--- config.mk ---
export PLATFORM = sky130hd
export DESIGN_NAME = clk_drive_sel
export DESIGN_NICKNAME = d
export VERILOG_FILES = /design/src/rtl/clk_drive_pkg.sv /design/src/rtl/clk_drive_fsm.sv /design/src/rtl/clk_test_div.sv /design/src/rtl/clk_group_mux.sv /design/src/rtl/clk_drive_sel.sv
export SDC_FILE = /design/constraint.sdc
export NUM_CORES = 1
export LEC_CHECK = 0
export ABC_AREA = 1
export BUFFER_PORTS_ARGS = -buffer_cell sky130_fd_sc_hd__buf_4
export CAP_MARGIN = 20
export CORE_UTILIZATION = 28
export DETAILED_ROUTE_END_ITERATION = 16
export PLACE_DENSITY = 0.86
export SLEW_MARGIN = 20
export SYNTH_ARGS = -nofsm -noshare
export SYNTH_HDL_FRONTEND = slang
export SYNTH_SLANG_ARGS = --single-unit
--- constraint.sdc ---
create_clock -name clk -period 1.37 [get_ports clk]
set_clock_uncertainty 0.15 [all_clocks]
set_input_delay 0.411 -clock clk [delete_from_list [all_inputs] [get_ports clk]]
set_output_delay 0.411 -clock clk [all_outputs]
set_load 0.05 [all_outputs]
--- src/rtl/clk_drive_pkg.sv ---
package clk_drive_pkg;

    typedef enum logic [1:0] {
        MD_NORMAL = 2'd0,
        MD_TEST   = 2'd1,
        MD_HIZ    = 2'd2
    } drv_mode_e;

    typedef enum logic [1:0] {
        TR_UNDIV = 2'd0,
        TR_DIV2  = 2'd1,
        TR_DIV4  = 2'd2
    } test_ratio_e;

    localparam logic [1:0] FUNC_TEST = 2'b01;
    localparam logic [1:0] FUNC_HIZ  = 2'b11;

endpackage

--- src/rtl/clk_drive_fsm.sv ---
module clk_drive_fsm
    import clk_drive_pkg::*;
(
    input  logic       clk,
    input  logic       rst_n,
    input  logic [1:0] func_sel,
    input  logic       sel1,
    output drv_mode_e  mode
);

    drv_mode_e state_q;
    drv_mode_e state_d;

    always_comb begin
        unique case (func_sel)
            FUNC_HIZ:  state_d = MD_HIZ;                      // ENTER_HIZ
            FUNC_TEST: state_d = sel1 ? MD_NORMAL : MD_TEST;  // ENTER_TEST or fallback
            default:   state_d = MD_NORMAL;                   // FALLBACK_NORMAL
        endcase
    end

    always_ff @(posedge clk) begin
        if (!rst_n) state_q <= MD_NORMAL;
        else        state_q <= state_d;
    end

    assign mode = state_q;

    AST_TEST_NEEDS_SEL1_LOW: assert property (@(posedge clk) disable iff (!rst_n)
        (state_q == MD_TEST) |-> ($past(func_sel) == FUNC_TEST && !$past(sel1)));

    AST_HIZ_FROM_FIELD: assert property (@(posedge clk) disable iff (!rst_n)
        ($past(rst_n) && $past(func_sel) == FUNC_HIZ) |-> (state_q == MD_HIZ));

endmodule

--- src/rtl/clk_test_div.sv ---
module clk_test_div #(
    parameter int CNT_W = 2
) (
    input  logic clk,
    input  logic rst_n,
    input  logic test_on,
    output logic div2,
    output logic div4
);

    logic [CNT_W-1:0] cnt_q;

    always_ff @(posedge clk) begin
        if (!rst_n || !test_on) cnt_q <= '0;
        else                    cnt_q <= cnt_q + 1'b1;
    end

    assign div2 = cnt_q[0];
    assign div4 = cnt_q[1];

    AST_DIV_START_ZERO: assert property (@(posedge clk) disable iff (!rst_n)
        (test_on && !$past(test_on)) |-> (!div2 && !div4));

    AST_DIV2_TOGGLES: assert property (@(posedge clk) disable iff (!rst_n)
        ($past(rst_n) && test_on && $past(test_on)) |-> (div2 != $past(div2)));

endmodule

--- src/rtl/clk_group_mux.sv ---
module clk_group_mux
    import clk_drive_pkg::*;
#(
    parameter int          WIDTH = 1,
    parameter test_ratio_e RATIO = TR_DIV2
) (
    input  drv_mode_e        mode,
    input  logic             src,
    input  logic             tclk,
    input  logic             div2,
    input  logic             div4,
    input  logic [WIDTH-1:0] en,
    output logic [WIDTH-1:0] val,
    output logic [WIDTH-1:0] oe
);

    logic test_bit;

    generate
        if (RATIO == TR_UNDIV) begin : g_undiv
            assign test_bit = tclk;
        end else if (RATIO == TR_DIV4) begin : g_div4
            assign test_bit = div4;
        end else begin : g_div2
            assign test_bit = div2;
        end
    endgenerate

    always_comb begin
        unique case (mode)
            MD_HIZ: begin
                val = '0;
                oe  = '0;
            end
            MD_TEST: begin
                val = {WIDTH{test_bit}} & en;
                oe  = '1;
            end
            default: begin
                val = {WIDTH{src}} & en;
                oe  = '1;
            end
        endcase
    end

    always_comb begin
        if (mode != MD_HIZ) begin
            AST_OFF_PIN_LOW: assert ((val & ~en) == '0);
        end
    end

endmodule

--- src/rtl/clk_drive_sel.sv ---
module clk_drive_sel
    import clk_drive_pkg::*;
#(
    parameter int N_CPU   = 4,
    parameter int N_PCI   = 5,
    parameter int N_SDRAM = 12,
    parameter int N_AGP   = 2
) (
    input  logic                                     clk,
    input  logic                                     rst_n,
    input  logic [1:0]                               func_sel,
    input  logic                                     sel1,
    input  logic                                     src_cpu,
    input  logic                                     src_pci,
    input  logic                                     src_sdram,
    input  logic                                     src_ref,
    input  logic                                     src_usb,
    input  logic                                     src_agp,
    input  logic [N_CPU+N_PCI+N_SDRAM+N_AGP+1:0]     pin_en,
    output logic [N_CPU+N_PCI+N_SDRAM+N_AGP+1:0]     pin_val,
    output logic [N_CPU+N_PCI+N_SDRAM+N_AGP+1:0]     pin_oe
);

    localparam int N_PINS  = N_CPU + N_PCI + N_SDRAM + N_AGP + 2;
    localparam int O_CPU   = 0;
    localparam int O_PCI   = O_CPU + N_CPU;
    localparam int O_SDRAM = O_PCI + N_PCI;
    localparam int O_REF   = O_SDRAM + N_SDRAM;
    localparam int O_USB   = O_REF + 1;
    localparam int O_AGP   = O_USB + 1;

    drv_mode_e mode;
    logic      div2;
    logic      div4;

    clk_drive_fsm u_fsm (
        .clk      (clk),
        .rst_n    (rst_n),
        .func_sel (func_sel),
        .sel1     (sel1),
        .mode     (mode)
    );

    clk_test_div #(.CNT_W(2)) u_div (
        .clk     (clk),
        .rst_n   (rst_n),
        .test_on (mode == MD_TEST),
        .div2    (div2),
        .div4    (div4)
    );

    clk_group_mux #(.WIDTH(N_CPU), .RATIO(TR_DIV2)) u_cpu (
        .mode(mode), .src(src_cpu), .tclk(clk), .div2(div2), .div4(div4),
        .en(pin_en[O_CPU +: N_CPU]), .val(pin_val[O_CPU +: N_CPU]), .oe(pin_oe[O_CPU +: N_CPU])
    );

    clk_group_mux #(.WIDTH(N_PCI), .RATIO(TR_DIV4)) u_pci (
        .mode(mode), .src(src_pci), .tclk(clk), .div2(div2), .div4(div4),
        .en(pin_en[O_PCI +: N_PCI]), .val(pin_val[O_PCI +: N_PCI]), .oe(pin_oe[O_PCI +: N_PCI])
    );

    clk_group_mux #(.WIDTH(N_SDRAM), .RATIO(TR_DIV2)) u_sdram (
        .mode(mode), .src(src_sdram), .tclk(clk), .div2(div2), .div4(div4),
        .en(pin_en[O_SDRAM +: N_SDRAM]), .val(pin_val[O_SDRAM +: N_SDRAM]),
        .oe(pin_oe[O_SDRAM +: N_SDRAM])
    );

    clk_group_mux #(.WIDTH(1), .RATIO(TR_UNDIV)) u_ref (
        .mode(mode), .src(src_ref), .tclk(clk), .div2(div2), .div4(div4),
        .en(pin_en[O_REF +: 1]), .val(pin_val[O_REF +: 1]), .oe(pin_oe[O_REF +: 1])
    );

    clk_group_mux #(.WIDTH(1), .RATIO(TR_DIV2)) u_usb (
        .mode(mode), .src(src_usb), .tclk(clk), .div2(div2), .div4(div4),
        .en(pin_en[O_USB +: 1]), .val(pin_val[O_USB +: 1]), .oe(pin_oe[O_USB +: 1])
    );

    clk_group_mux #(.WIDTH(N_AGP), .RATIO(TR_DIV2)) u_agp (
        .mode(mode), .src(src_agp), .tclk(clk), .div2(div2), .div4(div4),
        .en(pin_en[O_AGP +: N_AGP]), .val(pin_val[O_AGP +: N_AGP]), .oe(pin_oe[O_AGP +: N_AGP])
    );

    AST_HIZ_ALL_FLOAT: assert property (@(posedge clk) disable iff (!rst_n)
        ($past(rst_n) && $past(func_sel) == 2'b11) |-> (pin_oe == '0 && pin_val == '0));

    AST_NORMAL_DRIVES: assert property (@(posedge clk) disable iff (!rst_n)
        ($past(rst_n) && $past(func_sel) != 2'b11) |-> (pin_oe == {N_PINS{1'b1}}));

    AST_SEL1_BLOCKS_TEST: assert property (@(posedge clk) disable iff (!rst_n)
        ($past(rst_n) && $past(func_sel) == 2'b01 && $past(sel1))
            |-> (pin_val[O_PCI] == (src_pci & pin_en[O_PCI])));

endmodule

==> metrics.md <==
| Metric | Value |
|---|---|
| Share of cells above drive strength 1 | `75.8%` |
| Hold Violations, Final | `0` |
| Row count | `17` |
| Clk slew on worst S/H paths | `~0.04 ns` |
| ANT cells | `0` |
| Status | `complete, but fails checks` |
| Initial core utilization | `29.5%` |
| First-pass GRT wire length | `3.88 mm` |
| Worst-Skew Late Latency | `between 0.3 and 0.4 ns` |
| Placed cell count | `213` |
| Largest net degree at the start of global routing | `27` |
| Syn avg cell area | `5.40 um2` |
| Rel. slew slack | `85.3%` |
| Mapped cell area | `653 um2` |
| Number of port buffers | `85` |
| CP max-delay cell | `dfxtp_4` |
| Initial antenna violation count | `0` |
| Nets@finish | `232` |
| WHS | `0.0778 ns` |
| CTS hold repair buffers | `0` |
| Setup crit end kind | `output pin` |
| Final Setup Violations | `52` |
| CTS tree | `yes` |
| DRC Markers | `0` |
| GRT Total Usage | `20.3%` |
| Slew Limit Fails | `0` |
| Syn_nets | `157` |
| Vias per inst | `~4.4` |
| #FFs+latches synth | `4` |
| Synth top area share | `roughly 33%` |
| Starting DRT DRC Count | `24` |
| Synth unique cells | `11` |
| Die area | `2530 um2` |
| Fmax | `~500 MHz` |
| P_leak | `0.000905 uW` |
| Die Ht | `50.3 um` |
| Setup CP Type | `flop to output pin` |
| Number of synthesis warnings | `0` |
| Number of global-route vias before repair | `937` |
| Post-synth top area cell | `buf_4` |
| Non-Filler Instances | `222` |
| Minimum clock period | `2.00 ns` |
| Gp weighted congestion | `0.714` |
| Worst path max stage delay | `0.37 ns` |
| Layout area overhead | `177%` |
| Max-Cap Viols | `0` |
| CP Data Required Time | `between 0.8 and 0.9 ns` |
| I/O pin total | `86` |
| ANT nets after route | `0` |
| Setup crit start kind | `flop` |
| Overflow after GRT | `0` |
| Die W | `between 50 and 60 um` |
| Pwr/cell area | `678 nW/um2` |
| Final HPWL DP | `1.58 mm` |
| Top area cells in the synthesized netlist | `buf_4, nand2_1, nor2_1` |
| Worst slew pin tran | `0.219 ns` |
| Post-synthesis sequential area ratio | `about 12%` |
| Mapped Cells | `between 100 and 150` |
| CP Cell Sequence | `inv_4, nand2_2, buf_12, nand2_1, nor2_4, buf_6` |
| CP max FO | `26` |
| Core area | `2210 um2` |
| Peak VDD IR | `595 uV` |
| Violated checks | `setup timing` |
| Setup ws final | `-0.634 ns` |
| Arrival @ worst endpoint | `1.44 ns` |
| DRT Wirelength | `2.98 mm` |
| Via count | `approximately 1000` |
| Fin crit share | `146%` |
| Hold WC Path Type | `primary input to flop` |
| RSZ-0062 raised after global routing | `yes` |
| Router iterations before antenna repair | `4` |
| WL per Instance | `13.4 um` |
-- cell usage in the layout (no fill, tap or decap), drive strengths merged --
master / n
clkbuf: 6
buf: 97
a21oi: 3
inv: 11
nor3: 1
dfxtp: 4
nand2: 44
nor2: 28
-- cells in the mapped netlist, drive strengths merged --
| cell | instances |
|---|---|
| a21oi | 3 |
| buf | 30 |
| dfxtp | 4 |
| inv | 11 |
| nand2 | 44 |
| nor2 | 28 |
| nor3 | 1 |
-- power by group --
| part | switching, uW | internal (uW) | leakage (uW) |
|---|---|---|---|
| Clock | 99.7 | 202 | 0.0000377 |
| Combinational | 477 | 327 | 0.000834 |
| Sequential | 3.81 | 117 | 0.0000339 |
-- sequential cells by signal (all words and copies together) (netlist names) --
register,flops
u_div.cnt_q,2
u_fsm.mode,2
-- routing by layer --
metal	routed length (um)	global-route usage (%)
met1	950	19.8
met2	1600	38.7
met3	346	7.58
met4	88	6.94
met5	0	0
-- worst max-delay path: cells and delay by family, from the launching register on --
family	cells	cell delay, ns
buf+inv	3	0.38
flops	1	0.37
simple gates	3	0.34
-- area by class of cell --
type,instances,area (um2)
multi-input cells,76,552
repair buffers,96,1030
well taps,28,35.0
inverters,11,43.8
fillers,115,403
flip-flops and latches,4,87.6
clock buffers,7,56.3
-- through the flow --
stage	utilization, %	cell area, um2	total power (uW)	setup slack, ns	setup TNS, ns
floorplan	-	868	631	-0.244	-7.64
global placement	63.2	1400	803	-0.317	-10.81
detailed placement	63.2	1400	809	-0.342	-11.66
CTS	77.0	1700	1170	-0.612	-28.92
global route	81.8	1810	1280	-0.673	-31.63
finish	81.8	1810	1230	-0.634	-29.10
-- worst paths after layout --
| kind | startpoint | endpoint | slack, ns | cells after the start |
|---|---|---|---|---|
| max reg2reg | u_fsm.mode[0]$_SDFF_PN0_ | u_div.cnt_q[1]$_SDFF_PP0_ | 0.21 | 6 |
| min reg2reg | u_div.cnt_q[1]$_SDFF_PP0_ | u_div.cnt_q[1]$_SDFF_PP0_ | 0.31 | 2 |
| max | u_fsm.mode[0]$_SDFF_PN0_ | pin_val[19] | -0.63 | 6 |
| min | sel1 | u_fsm.mode[0]$_SDFF_PN0_ | 0.08 | 2 |
-- cells by family (layout without fill, tap and decap cells) --
kind of cell           after synthesis  count (layout)  share of synthesized area (%)
DFF                                  4               4                           12.3
buffers and inverters               41             114                           41.4
AOI/OAI and AO/OA                    3               3                           2.30
and+or+nand+nor                     73              73                           44.1
-- repair_timing --
| action | CTS | global route |
|---|---|---|
| endpoints found under the setup margin | 52 | 52 |
| gates cloned | 1 | 0 |
| buffers inserted | 2 | 1 |
| pin swaps | 18 | 4 |
| gates resized for setup | 62 | 25 |
(Power assumes the default switching activity.)
